### src/rtl/lsu_pkg.sv
// Package: shared types for the tagged load/store unit.
// Assumes: one operation in flight at a time.
package lsu_pkg;

    // Sequencer phases of one memory operation
    typedef enum logic [2:0] {
        PH_IDLE = 3'd0,
        PH_ADDR = 3'd1,
        PH_MEM  = 3'd2,
        PH_RESP = 3'd3,
        PH_DONE = 3'd4
    } lsu_phase_e;

endpackage

### src/rtl/lsu_agu.sv
// Module: lsu_agu
// Forms the word address from a base word address and a signed byte offset.
// The offset is shifted right arithmetically by two (floor division by 4).
// The sum wraps within 2**ADDR_W words.
// Assumes: OFF_W >= 3.
module lsu_agu #(
    parameter int ADDR_W = 11,
    parameter int OFF_W  = 13
) (
    input  logic [ADDR_W-1:0] base_i,
    input  logic [OFF_W-1:0]  off_i,
    output logic [ADDR_W-1:0] addr_o
);

    logic signed [OFF_W-1:0] word_off;

    // Byte offset to word offset, keeping the sign
    always_comb word_off = $signed(off_i) >>> 2;

    // Modular add inside the word space
    always_comb addr_o = base_i + ADDR_W'(word_off);

endmodule

### src/rtl/lsu_tagger.sv
// Module: lsu_tagger
// Builds the stored word: PC and base index in the upper half, data in the lower half.
// Assumes: PC_W + IDX_W + DATA_W <= WORD_W; the gap between them is zero-filled.
module lsu_tagger #(
    parameter int WORD_W = 32,
    parameter int DATA_W = 16,
    parameter int IDX_W  = 2,
    parameter int PC_W   = 11
) (
    input  logic [PC_W-1:0]   pc_i,
    input  logic [IDX_W-1:0]  idx_i,
    input  logic [DATA_W-1:0] data_i,
    output logic [WORD_W-1:0] word_o
);

    localparam int PAD_W = WORD_W - DATA_W - IDX_W - PC_W;

    // Concatenate provenance tag above the data
    always_comb word_o = {pc_i, {PAD_W{1'b0}}, idx_i, data_i};

endmodule

### src/rtl/lsu_seq.sv
// Module: lsu_seq
// Four-phase sequencer: address, memory, response, done.
// It waits in the memory phase until the arbiter grants the port.
// Assumes: start_i is only honoured in the idle phase.
module lsu_seq
    import lsu_pkg::*;
(
    input  logic clk,
    input  logic rst_n,
    input  logic start_i,
    input  logic gnt_i,
    output logic capture_o,
    output logic form_o,
    output logic core_req_o,
    output logic resp_o,
    output logic done_o
);

    lsu_phase_e phase_q, phase_d;

    // Phase register with synchronous reset
    always_ff @(posedge clk) begin
        if (!rst_n) phase_q <= PH_IDLE;
        else        phase_q <= phase_d;
    end

    // Next-phase selection
    always_comb begin
        phase_d = phase_q;
        unique case (phase_q)
            PH_IDLE: if (start_i) phase_d = PH_ADDR;
            PH_ADDR: phase_d = PH_MEM;
            PH_MEM:  if (gnt_i) phase_d = PH_RESP;
            PH_RESP: phase_d = PH_DONE;
            PH_DONE: phase_d = PH_IDLE;
            default: phase_d = PH_IDLE;
        endcase
    end

    // Phase-decoded strobes
    always_comb begin
        capture_o  = (phase_q == PH_IDLE) && start_i;
        form_o     = (phase_q == PH_ADDR);
        core_req_o = (phase_q == PH_MEM);
        resp_o     = (phase_q == PH_RESP);
        done_o     = (phase_q == PH_DONE);
    end

    // completion lasts one cycle
    p_done_pulse_r7: assert property (@(posedge clk) disable iff (!rst_n)
        done_o |=> !done_o);

    // completion comes two cycles after the single granted access
    p_done_after_gnt_r5: assert property (@(posedge clk) disable iff (!rst_n)
        done_o |-> $past(gnt_i, 2));

endmodule

### src/rtl/lsu_arb.sv
// Module: lsu_arb
// Fixed-priority port mux: the host always wins, the core waits.
// Assumes: the memory returns read data one cycle after mem_en.
module lsu_arb #(
    parameter int ADDR_W = 11,
    parameter int WORD_W = 32
) (
    input  logic              host_req_i,
    input  logic              host_we_i,
    input  logic [ADDR_W-1:0] host_addr_i,
    input  logic [WORD_W-1:0] host_wdata_i,
    input  logic              core_req_i,
    input  logic              core_we_i,
    input  logic [ADDR_W-1:0] core_addr_i,
    input  logic [WORD_W-1:0] core_wdata_i,
    output logic              host_gnt_o,
    output logic              core_gnt_o,
    output logic              mem_en_o,
    output logic              mem_we_o,
    output logic [ADDR_W-1:0] mem_addr_o,
    output logic [WORD_W-1:0] mem_wdata_o
);

    // Grants: host first
    always_comb begin
        host_gnt_o = host_req_i;
        core_gnt_o = core_req_i && !host_req_i;
    end

    // Port steering
    always_comb begin
        mem_en_o    = host_req_i || core_req_i;
        mem_we_o    = host_req_i ? host_we_i    : (core_req_i && core_we_i);
        mem_addr_o  = host_req_i ? host_addr_i  : core_addr_i;
        mem_wdata_o = host_req_i ? host_wdata_i : core_wdata_i;
    end

endmodule

### src/rtl/tagstore_lsu.sv
// Module: tagstore_lsu
// Data-memory stage of a small coprocessor. Stores write a tagged word;
// loads return the low half of a word. Shares a memory port with a
// higher-priority host.
// Assumes: one operation at a time; the memory has one cycle of read latency.
module tagstore_lsu #(
    parameter int DATA_W = 16,
    parameter int ADDR_W = 11,
    parameter int OFF_W  = 13,
    parameter int PC_W   = 11,
    parameter int IDX_W  = 2,
    parameter int WORD_W = 32
) (
    input  logic              clk,
    input  logic              rst_n,
    input  logic              req_valid,
    input  logic              req_store,
    input  logic [ADDR_W-1:0] req_base,
    input  logic [IDX_W-1:0]  req_idx,
    input  logic [OFF_W-1:0]  req_off,
    input  logic [DATA_W-1:0] req_data,
    input  logic [PC_W-1:0]   req_pc,
    output logic              done,
    output logic [DATA_W-1:0] rdata,
    input  logic              host_req,
    input  logic              host_we,
    input  logic [ADDR_W-1:0] host_addr,
    input  logic [WORD_W-1:0] host_wdata,
    output logic              host_gnt,
    output logic              mem_en,
    output logic              mem_we,
    output logic [ADDR_W-1:0] mem_addr,
    output logic [WORD_W-1:0] mem_wdata,
    input  logic [WORD_W-1:0] mem_rdata
);

    logic capture, form, core_req, resp, core_gnt;
    logic              store_q;
    logic [ADDR_W-1:0] base_q, addr_q, addr_c;
    logic [IDX_W-1:0]  idx_q;
    logic [OFF_W-1:0]  off_q;
    logic [DATA_W-1:0] data_q, rdata_q;
    logic [PC_W-1:0]   pc_q;
    logic [WORD_W-1:0] word_q, word_c;

    lsu_seq u_seq (
        .clk        (clk),
        .rst_n      (rst_n),
        .start_i    (req_valid),
        .gnt_i      (core_gnt),
        .capture_o  (capture),
        .form_o     (form),
        .core_req_o (core_req),
        .resp_o     (resp),
        .done_o     (done)
    );

    lsu_agu #(.ADDR_W(ADDR_W), .OFF_W(OFF_W)) u_agu (
        .base_i (base_q),
        .off_i  (off_q),
        .addr_o (addr_c)
    );

    lsu_tagger #(.WORD_W(WORD_W), .DATA_W(DATA_W), .IDX_W(IDX_W), .PC_W(PC_W)) u_tag (
        .pc_i   (pc_q),
        .idx_i  (idx_q),
        .data_i (data_q),
        .word_o (word_c)
    );

    lsu_arb #(.ADDR_W(ADDR_W), .WORD_W(WORD_W)) u_arb (
        .host_req_i   (host_req),
        .host_we_i    (host_we),
        .host_addr_i  (host_addr),
        .host_wdata_i (host_wdata),
        .core_req_i   (core_req),
        .core_we_i    (store_q),
        .core_addr_i  (addr_q),
        .core_wdata_i (word_q),
        .host_gnt_o   (host_gnt),
        .core_gnt_o   (core_gnt),
        .mem_en_o     (mem_en),
        .mem_we_o     (mem_we),
        .mem_addr_o   (mem_addr),
        .mem_wdata_o  (mem_wdata)
    );

    // Latch the request operands when the sequencer accepts
    always_ff @(posedge clk) begin
        if (!rst_n) begin
            store_q <= 1'b0;
            base_q  <= '0;
            idx_q   <= '0;
            off_q   <= '0;
            data_q  <= '0;
            pc_q    <= '0;
        end else if (capture) begin
            store_q <= req_store;
            base_q  <= req_base;
            idx_q   <= req_idx;
            off_q   <= req_off;
            data_q  <= req_data;
            pc_q    <= req_pc;
        end
    end

    // Register the address and the tagged word in the address phase
    always_ff @(posedge clk) begin
        if (!rst_n) begin
            addr_q <= '0;
            word_q <= '0;
        end else if (form) begin
            addr_q <= addr_c;
            word_q <= word_c;
        end
    end

    // Capture the low half of read data when a load's response arrives
    always_ff @(posedge clk) begin
        if (!rst_n)                rdata_q <= '0;
        else if (resp && !store_q) rdata_q <= DATA_W'(mem_rdata);
    end

    assign rdata = rdata_q;

    // a granted core access for a load never writes
    p_load_no_write_r9: assert property (@(posedge clk) disable iff (!rst_n)
        (core_gnt && !store_q) |-> !mem_we);

    // a held-off core access stays pending into the next cycle
    p_host_holds_core_r6: assert property (@(posedge clk) disable iff (!rst_n)
        (core_req && host_req) |=> core_req);

    // the result moves only when a load completes
    p_rdata_hold_r10: assert property (@(posedge clk) disable iff (!rst_n)
        !$stable(rdata_q) |-> (done && !store_q));

    // no core access right after reset
    p_reset_quiet_r1: assert property (@(posedge clk)
        !$past(rst_n) |-> (!done && !core_req));

endmodule

### config.mk
export PLATFORM = sky130hd
export DESIGN_NAME = tagstore_lsu
export DESIGN_NICKNAME = d
export VERILOG_FILES = /design/src/rtl/lsu_pkg.sv /design/src/rtl/lsu_agu.sv /design/src/rtl/lsu_tagger.sv /design/src/rtl/lsu_seq.sv /design/src/rtl/lsu_arb.sv /design/src/rtl/tagstore_lsu.sv
export SDC_FILE = /design/constraint.sdc
export NUM_CORES = 1
export LEC_CHECK = 0
export BUFFER_PORTS_ARGS = -buffer_cell sky130_fd_sc_hd__buf_4
export CORE_MARGIN = 3
export CORE_UTILIZATION = 53
export DETAILED_ROUTE_END_ITERATION = 8
export MAX_ROUTING_LAYER = met4
export PLACE_DENSITY_LB_ADDON = 0.1
export SETUP_SLACK_MARGIN = 0.5
export SLEW_MARGIN = 15
export SYNTH_ARGS = -nofsm -noshare
export SYNTH_HDL_FRONTEND = slang
export SYNTH_SLANG_ARGS = --single-unit
### constraint.sdc
create_clock -name clk -period 3.73 [get_ports clk]
set_input_delay 0 -clock clk [delete_from_list [all_inputs] [get_ports clk]]
set_output_delay 0 -clock clk [all_outputs]
set_load 0.005 [all_outputs]
==> out/summary.md, run 1 <==
The placed instances occupy a cell area of 6510 um^2. For this run, the slowest stage of the critical path takes 0.97 ns. The initial antenna violation count came out at 0. Routability-driven placement finished with a final weighted congestion of 0.859. For the total negative slack for setup checks, the log shows 0 ns. The count of buffer and inverter cells on the critical path is 1, and the post-CTS repair timing setup buffer count is 0. The final critical path takes up 57.5% of the cycle.

The logs give 0.36 ns for the clock latency on the worst-skew pair and 0.104 ns for the final-layout worst hold slack. The root buffer cell was sky130_fd_sc_hd__clkbuf_8. The switching share of power was 27.6%. The logs give 3 for the H-tree depth and 753 for the net count after synthesis. Measured along the y axis, the die boundary spans 105 um. The total overflow left after global routing is 0.

Kind of cell with the highest combined delay on the critical path: simple AND/OR/NAND/NOR gates. Across every metal layer, demand over resource in global routing totals 25.2%. After synthesis, the cell types taking the most area are sky130_fd_sc_hd__dfxtp_1 (42%), sky130_fd_sc_hd__nand2_1 (15%), sky130_fd_sc_hd__a21boi_1 (10%). In this run the static leakage power is 3.08 nW. The largest total area in the synthesized netlist belongs to sky130_fd_sc_hd__dfxtp_1.

The clock arrives with 0.0144 ns of skew. The post-route antenna net violation count was 0; the width of the die was 105 um. The number of antenna diodes in the final layout is 0.

STA classifies the critical path startpoint as a flip-flop. Synthesis produced 608 cells. For this run, global-route usage on met3 was measured as 3.86%.

The count of input and output buffers is 178. TritonCTS built the clock tree. The wire length of the first global-routing pass was 22.6 mm; the area share of the largest cell type after synthesis was 42.4%. Of the cells placed in the final design, the portion with a size suffix greater than 1 is 29.4%. The wire length after detailed routing came out at 13.8 mm. The tools report the initial core utilization as 55.7%.

Data arrives at the worst endpoint at 2.43 ns. The floorplan step defined a die boundary enclosing 11100 um^2. The average footprint of a synthesized cell works out to 8.62 um^2. The number of enable flip-flop cells after synthesis was 0; the ratio of total power to cell area was 338 nW/um^2.

The highest clock frequency the design can meet was 0.466 GHz. Traced cell by cell, the critical path runs through nor3b_4, buf_4, nand2_1, a21boi_0. The number of buffers between clock root and the deepest sink is 2, and the count of warnings emitted by yosys is 0.

Combinational logic is responsible for 21.4% of the overall power. The internal power component is 1.81 mW. The type of the tightest min-delay check is in2reg. The worst setup path is captured at a flip-flop.

Across the run, the number of max-cap violations was 0. The synthesized design contains 111 register bits. In this run the cell area of the synthesized design comes to 5240 um^2. After clock tree synthesis, the clock-pin slew on the worst setup and hold paths is 0.11 ns. Counting the fill cells in the layout gives 626. The run gives 2750 um^2 as the multi-input gate area in the final layout. For the distinct cell type count after synthesis, the log shows 47. The average detailed-routed wire length per instance was 14.4 um; the number of violations reported at the end of detailed-routing iteration 0 was 208. At the end of the flow, the number of nets in the layout was 971. Headroom to the max-slew limit came out at 25.2%. The floorplan has 35 rows.

The tools report the hold violation total from the final report as 0. The total setup violations reported at the end of the flow is 0, and the count of pins over their slew limit is 0. In this run, the clock network consumes 26.8% of the power.

The number of global-route vias before repair came out at 4874. The share of synthesized flip-flops with an asynchronous set or reset is 0%, and the placeable core area is 9420 um^2. Minimum clock period after layout: 2.15 ns.

The logs give 4.01 ns for the critical path required time and 4951 for the total number of vias. The run gives 111 as the total clock sinks. The run gives 7370 um^2 as the cell area after layout. Buffers inserted during clock tree synthesis total 9. The worst setup path is of the reg2reg kind. After legalization and detailed placement, the total HPWL measured 8.82 mm.

Of all nets on the critical path, the largest fanout is 27. For met1 alone, demand over resource in global routing was 30.2%. The run finished with clean final reports.

The flip-flop cell with the highest count after synthesis is sky130_fd_sc_hd__dfxtp_1. Via density per instance: 5.16. The sequential cell area was 2220 um^2. The number of I/O pins is 197. The run gives 51.8% as the portion of total power attributed to sequential cells. Entering global routing, the biggest net connects 122 pins. The run gives 0.215 mV as the largest voltage drop on the vdd net.

The layer with the highest usage after global routing was met2. The slowest stage of the critical path is the sky130_fd_sc_hd__nor3b_4 cell. For the pin with the worst max-slew slack, the measured transition is 1.12 ns. After clock tree synthesis, the repair step resized 0 gates.

Sequential cells were found to cover 42.4% of the synthesized design area. The tools report the number of design rule violations left after detail routing as 0. Setup repair after global routing left no endpoint under its margin.

From synthesis to final layout, the design area changed by 40.7%. The first detailed-routing pass took 4 iterations. In this run the power spent charging and discharging nets is 0.687 mW.

Global routing consumed, on the met2 layer, 43.6% of the routing resources.
==> final cells by class <==
type	instances	area share, %
flip-flops and latches	111	30.1
clock buffers	10	1.87
clock inverters	5	0.594
inverters	6	0.305
well taps	129	2.19
multi-input cells	449	37.2
repair buffers	249	27.7
==> cells in the final DEF, fill, tap and decap left out, drive strengths merged <==
cell,Yosys,final
a21boi,99,99
a21o,2,2
a21oi,7,7
a31oi,3,3
a41oi,1,1
and2,8,8
and3,2,2
and4b,1,1
buf,29,181
clkbuf,13,10
clkinv,0,2
clkinvlp,0,2
dfxtp,111,111
dlygate4sd3,0,68
fa,1,1
ha,10,10
inv,6,7
mux2,41,41
mux2i,1,1
nand2,208,208
nand2b,3,3
nand3,7,7
nand3b,4,4
nand4,3,3
nor2,9,9
nor2b,5,5
nor3,2,2
nor3b,4,4
nor4,1,1
nor4bb,1,1
o2111ai,1,1
o211a,1,1
o211ai,3,3
o21a,2,2
o21ai,10,10
o311ai,2,2
o31ai,3,3
or2,1,1
xnor2,3,3
==> flip-flops by register name, summed over array words and instances, names as in the netlist <==
signal and count:
addr_q 11, u_seq.phase_q 3, data_q 16, pc_q 11
word_q 29, base_q 11, idx_q 2, store_q 1
rdata 16, off_q 11
==> metal layers <==
layer / wire length [um] / up-vias
met4: 212 / 0
met5: 0 / -
met1: 5700 / 2323
li1: - / 2464
met3: 737 / 16
met2: 7190 / 148
==> stage by stage <==
stage	util (%)	worst slack (ns)	total power, mW	instances
final	78.3	1.58	2.49	959
after global placement	69.1	1.65	1.77	876
after detailed placement	69.1	1.61	1.79	876
after floorplan	-	1.99	1.60	608
after global routing	78.3	1.37	2.61	959
after CTS	78.3	1.58	2.51	959
==> worst register-to-register path: stages, from the launching register on <==
cell                       delay (ns)
sky130_fd_sc_hd__dfxtp_1         0.49
sky130_fd_sc_hd__nor3b_4         0.97
sky130_fd_sc_hd__buf_4           0.37
sky130_fd_sc_hd__nand2_1         0.07
sky130_fd_sc_hd__a21boi_0        0.15
==> synth_stat cells (3+ instances only) <==
cell type,number
sky130_fd_sc_hd__a21boi_0,29
sky130_fd_sc_hd__nand3b_1,4
sky130_fd_sc_hd__a21boi_1,70
sky130_fd_sc_hd__buf_2,16
sky130_fd_sc_hd__nand2b_1,3
sky130_fd_sc_hd__nand2_1,207
sky130_fd_sc_hd__nand4_1,3
sky130_fd_sc_hd__o31ai_1,3
sky130_fd_sc_hd__and2_1,8
sky130_fd_sc_hd__buf_6,8
sky130_fd_sc_hd__xnor2_1,3
sky130_fd_sc_hd__a21oi_1,7
sky130_fd_sc_hd__dfxtp_1,111
sky130_fd_sc_hd__nand3_1,7
sky130_fd_sc_hd__clkbuf_1,13
sky130_fd_sc_hd__o211ai_1,3
sky130_fd_sc_hd__mux2_2,41
sky130_fd_sc_hd__nor2_1,8
sky130_fd_sc_hd__inv_1,6
sky130_fd_sc_hd__o21ai_0,9
sky130_fd_sc_hd__nor2b_1,4
sky130_fd_sc_hd__a31oi_1,3
sky130_fd_sc_hd__buf_4,4
sky130_fd_sc_hd__ha_1,10
==> kinds of logic (layout without fill, tap and decap cells) <==
logic type               count (synthesis)  count (layout)  share of synthesized area, %
AO/OA/AOI/OAI                          134             134                          18.5
AND/OR/NAND/NOR                        259             259                          21.6
multiplexers                            42              42                          9.00
adder cells (fa/ha/maj)                 11              11                          2.77
flip-flops                             111             111                          42.4
buffers and inverters                   48             270                          5.25
XOR/XNOR                                 3               3                         0.502
==> power groups by stage <==
stage                     Sequential, mW  Combinational, mW  Clock (mW)
after global routing                1.30              0.587       0.725
after detailed placement            1.32              0.471           0
final                               1.29              0.533       0.668
after CTS                           1.29              0.530       0.684
after floorplan                     1.30              0.296           0
after global placement              1.32              0.459           0
==> path summary, 6_finish.rpt <==
kind	startpoint	endpoint	slack (ns)	cells past startpoint
hold / removal	req_valid	base_q[8]	0.10	5
setup reg to reg	u_seq.phase_q[0]	word_q[1]	1.58	4
setup / recovery	u_seq.phase_q[0]	word_q[1]	1.58	4
hold reg to reg	data_q[3]	word_q[3]	0.45	2
==> what timing repair did <==
action | 4_1_cts | 5_1_grt
hold endpoints to repair | 68 | 0
setup endpoints to repair | 0 | 0
hold buffers | 68 | 0
Note: power is estimated with default switching activity, not from simulation.
==> run 2: changes to the inputs <==
--- a/config.mk
+++ b/config.mk
@@ -7,7 +7,7 @@
 export LEC_CHECK = 0
 export BUFFER_PORTS_ARGS = -buffer_cell sky130_fd_sc_hd__buf_4
 export CORE_MARGIN = 3
-export CORE_UTILIZATION = 53
+export CORE_UTILIZATION = 45
 export DETAILED_ROUTE_END_ITERATION = 8
 export MAX_ROUTING_LAYER = met4
 export PLACE_DENSITY_LB_ADDON = 0.1
==> constraint.sdc (replaced) <==
create_clock -name clk -period 1.8 [get_ports clk]
set_input_delay 0 -clock clk [delete_from_list [all_inputs] [get_ports clk]]
set_output_delay 0 -clock clk [all_outputs]
set_load 0.005 [all_outputs]
==> run 2 against run 1 <==
Compared with the run above: largest power group unchanged; fmax grew 13%; sequential share of layout area fell by 5.5 points; wire length is 32% higher; hold slack worse by 0.017 ns; critical path type unchanged; non-clock buffer count is 46 higher; total power grew to 2.7 times the previous value; clock-buffer cell count increased by 2; final cell count is 6.3% higher; the run now ends with setup timing left; combinational power increased to 3.3 times the previous value.
==> out/summary.md, run 2 (synthesized netlist as in run 1, its figures left out) <==
For the final routed database, the setup TNS stands at -0.0969 ns. Derived from the worst setup path, the maximum achievable clock frequency is 0.527 GHz. The tools report the critical path startpoint category as a flip-flop.

More flip-flops sit in one register than any other, and that register is word_q. In this run the critical register-to-register path is launched from off_q[2]. The transition time at the pin with the least slew margin is 0.388 ns, and the hold violation total from the final report is 0. Clock tree synthesis selected as its root buffer the cell sky130_fd_sc_hd__clkbuf_16. The number of antenna repair diodes is 0.

TritonCTS built the clock tree. The routed layout has 5366 vias. Largest voltage drop on the vdd net: 0.584 mV. For this run, the share of the core covered by cells in the final layout is 81.7%. The most common library cell in the layout ignoring fill and taps was sky130_fd_sc_hd__buf_4. The worst hold path was traced through 2 stages.

Leaving out fill and tap cells, the most frequent cells in the layout are sky130_fd_sc_hd__buf_4 (200), sky130_fd_sc_hd__nand2_1 (113), sky130_fd_sc_hd__dfxtp_1 (105), sky130_fd_sc_hd__dlygate4sd3_1 (68), sky130_fd_sc_hd__nand2_4 (64). Among all stages on the critical path, the largest delay is contributed by sky130_fd_sc_hd__dfxtp_2. The tools report the max-capacitance violation count as 0. The peak per-stage delay on the critical path came out at 0.37 ns.

Entering global routing, the biggest net connects 48 pins. After floorplanning, the core was divided into 38 placement rows. For the number of I/O pins, the log shows 197.

In this run the static leakage power is 3.95 nW. The via density per instance was 5.27. The clock arrives with 0.00422 ns of skew. The tools report the post-layout total power as 6.64 mW. The logs give 0 for the count of pins over their slew limit and 13000 um^2 for the full die area. Of all nets on the critical path, the largest fanout is 3. The run gives 1 as the total setup violations reported at the end of the flow. The worst register-to-register path ends at addr_q[10]. The minimum clock period after layout is 1.90 ns.

Number of buffers between clock root and the deepest sink: 2. Setup repair after global routing could not meet its margin everywhere. The tools report the start point of the worst min-delay path as rst_n. The tools report the number of global-route vias before repair as 5100. Global routing used 24.3% of the available tracks.

For the placeable core area, the log shows 11100 um^2. The kind of end point of the critical path is a flip-flop. The wire length of the first global-routing pass was 24.5 mm. The arrival time of data at the critical path endpoint is 2.11 ns, and the normalized max-slew margin is 73.8%. The final layout contains 1019 nets. In the final layout, the share of cells above drive strength 1 is 52.0%. Input and output buffers added on the ports amount to 178.

The critical path goes through ha_4, inv_2, fa_2, nand2b_1, a21oi_2, o21ai_0, a21oi_1, o31ai_1. For the post-route antenna net violation count, the log shows 0. The ratio of total power to cell area came out at 731 nW/um^2. The worst hold path terminates at data_q[0]. Dividing the detail-routed wire length by the instance count gives 17.9 um.

The logs give 7 for the total iterations of the first detailed-routing run and 3 for the H-tree depth. The setup slack of the most critical reg-to-reg path was -0.1 ns. The tools report the final critical-path setup slack as -0.0969 ns. Clock tree synthesis found a total of 111 sinks.

The worst hold path belongs to the class in2reg. The clock-pin transition on the worst setup and hold timing paths is 0.07 ns, and the total congestion overflow is 0. The number of clock buffers inserted by TritonCTS was 9.

The flip-flop count of the largest register after layout is 29, and the final estimated routing congestion in global placement is 0.828. The worst setup path is of the reg2reg kind. Measured along the x axis, the die boundary spans 114 um. The number of cells on the worst reg-to-reg path is 8.

The routed design has 18.2 mm of wire. The tools report the clock latency on the worst-skew pair as 0.34 ns. The number of design rule violations left after detail routing was 0. The flow ran to the end, but the final reports show violations. At the worst endpoint, the required time is 2.02 ns. The final reports fail on setup timing. The tools report the HPWL after detailed placement as 9.78 mm. The detailed router finished its first iteration with 277 violations.

The initial antenna violation count was 0; the final period utilization was 105%. Measured along the y axis, the die boundary spans 114 um. The area overhead of the layout relative to synthesis was 73.4%. The initial utilization of the core area, before any placement, comes to 47.1%.
run 2: changes by cell type in the layout (fill, tap and decap cells not counted), moves of 14 or more:
cell                        previous run  this run
sky130_fd_sc_hd__nand2_1             207       113
sky130_fd_sc_hd__nand2_4               0        64
sky130_fd_sc_hd__a21boi_2              0        51
sky130_fd_sc_hd__nand2_2               1        31
sky130_fd_sc_hd__a21boi_0             29         1
sky130_fd_sc_hd__a21boi_1             70        47
sky130_fd_sc_hd__buf_4               181       200
sky130_fd_sc_hd__clkbuf_16             0        14
run 2: through the flow:
step | std cells | area, um^2 | hold WS [ns] | worst slack (ns)
floorplan | 608 | 5310 | 0.0808 | 0.160
global placement | 898 | 6720 | 0.247 | 0.0639
detailed placement | 898 | 6720 | 0.258 | -0.0570
CTS | 1005 | 8060 | 0.0792 | 0.0377
global route | 1019 | 9080 | 0.0964 | -0.158
finish | 1019 | 9080 | 0.0871 | -0.0969
run 2: power breakdown:
| group | total [mW] | internal [mW] | switching [mW] |
|---|---|---|---|
| registers | 2.69 | 2.59 | 0.101 |
| clock network | 2.17 | 1.27 | 0.906 |
| logic | 1.78 | 0.976 | 0.805 |
| total | 6.64 | 4.83 | 1.81 |
run 2: layout make-up:
class | instances | area [um^2]
clock inverter | 4 | 76.3
clock buffer | 12 | 246
tap | 140 | 175
timing repair buffer | 295 | 2690
sequential | 111 | 2240
inverter | 6 | 22.5
multi-input combinational | 451 | 3630
fill | 668 | 2040
run 2: critical path: cells and delay by family, from the launching register on:
kind	cells	cell delay, ns
AND/OR/NAND/NOR	1	0.19
flip-flops	1	0.37
adder cells (fa/ha/maj)	2	0.51
AO/OA/AOI/OAI	4	0.66
buffers and inverters	1	0.03
run 2: worst max path at each step:
stage	to	start
floorplan	addr_q[8]	off_q[2]
global placement	addr_q[8]	off_q[2]
detailed placement	addr_q[10]	off_q[2]
CTS	addr_q[10]	off_q[2]
global route	addr_q[10]	off_q[2]
finish	addr_q[10]	off_q[2]
run 2: routing by layer:
metal | wire length [um] | GRT usage [%] | vias up | share of wire [%]
met5 | 0 | - | - | 0
met4 | 507 | 7.13 | 0 | 2.8
met3 | 877 | 4.08 | 39 | 4.8
met2 | 9620 | 43.3 | 186 | 53
met1 | 7200 | 28.1 | 2570 | 40
li1 | - | - | 2571 | -
run 2: repair_timing:
action	CTS	global route
endpoints found under the setup margin	111	101
setup buffers	18	6
gates cloned	5	8
pin swaps	10	145
endpoints found under the hold margin	68	0
hold buffers	68	0
resized for setup	25	251
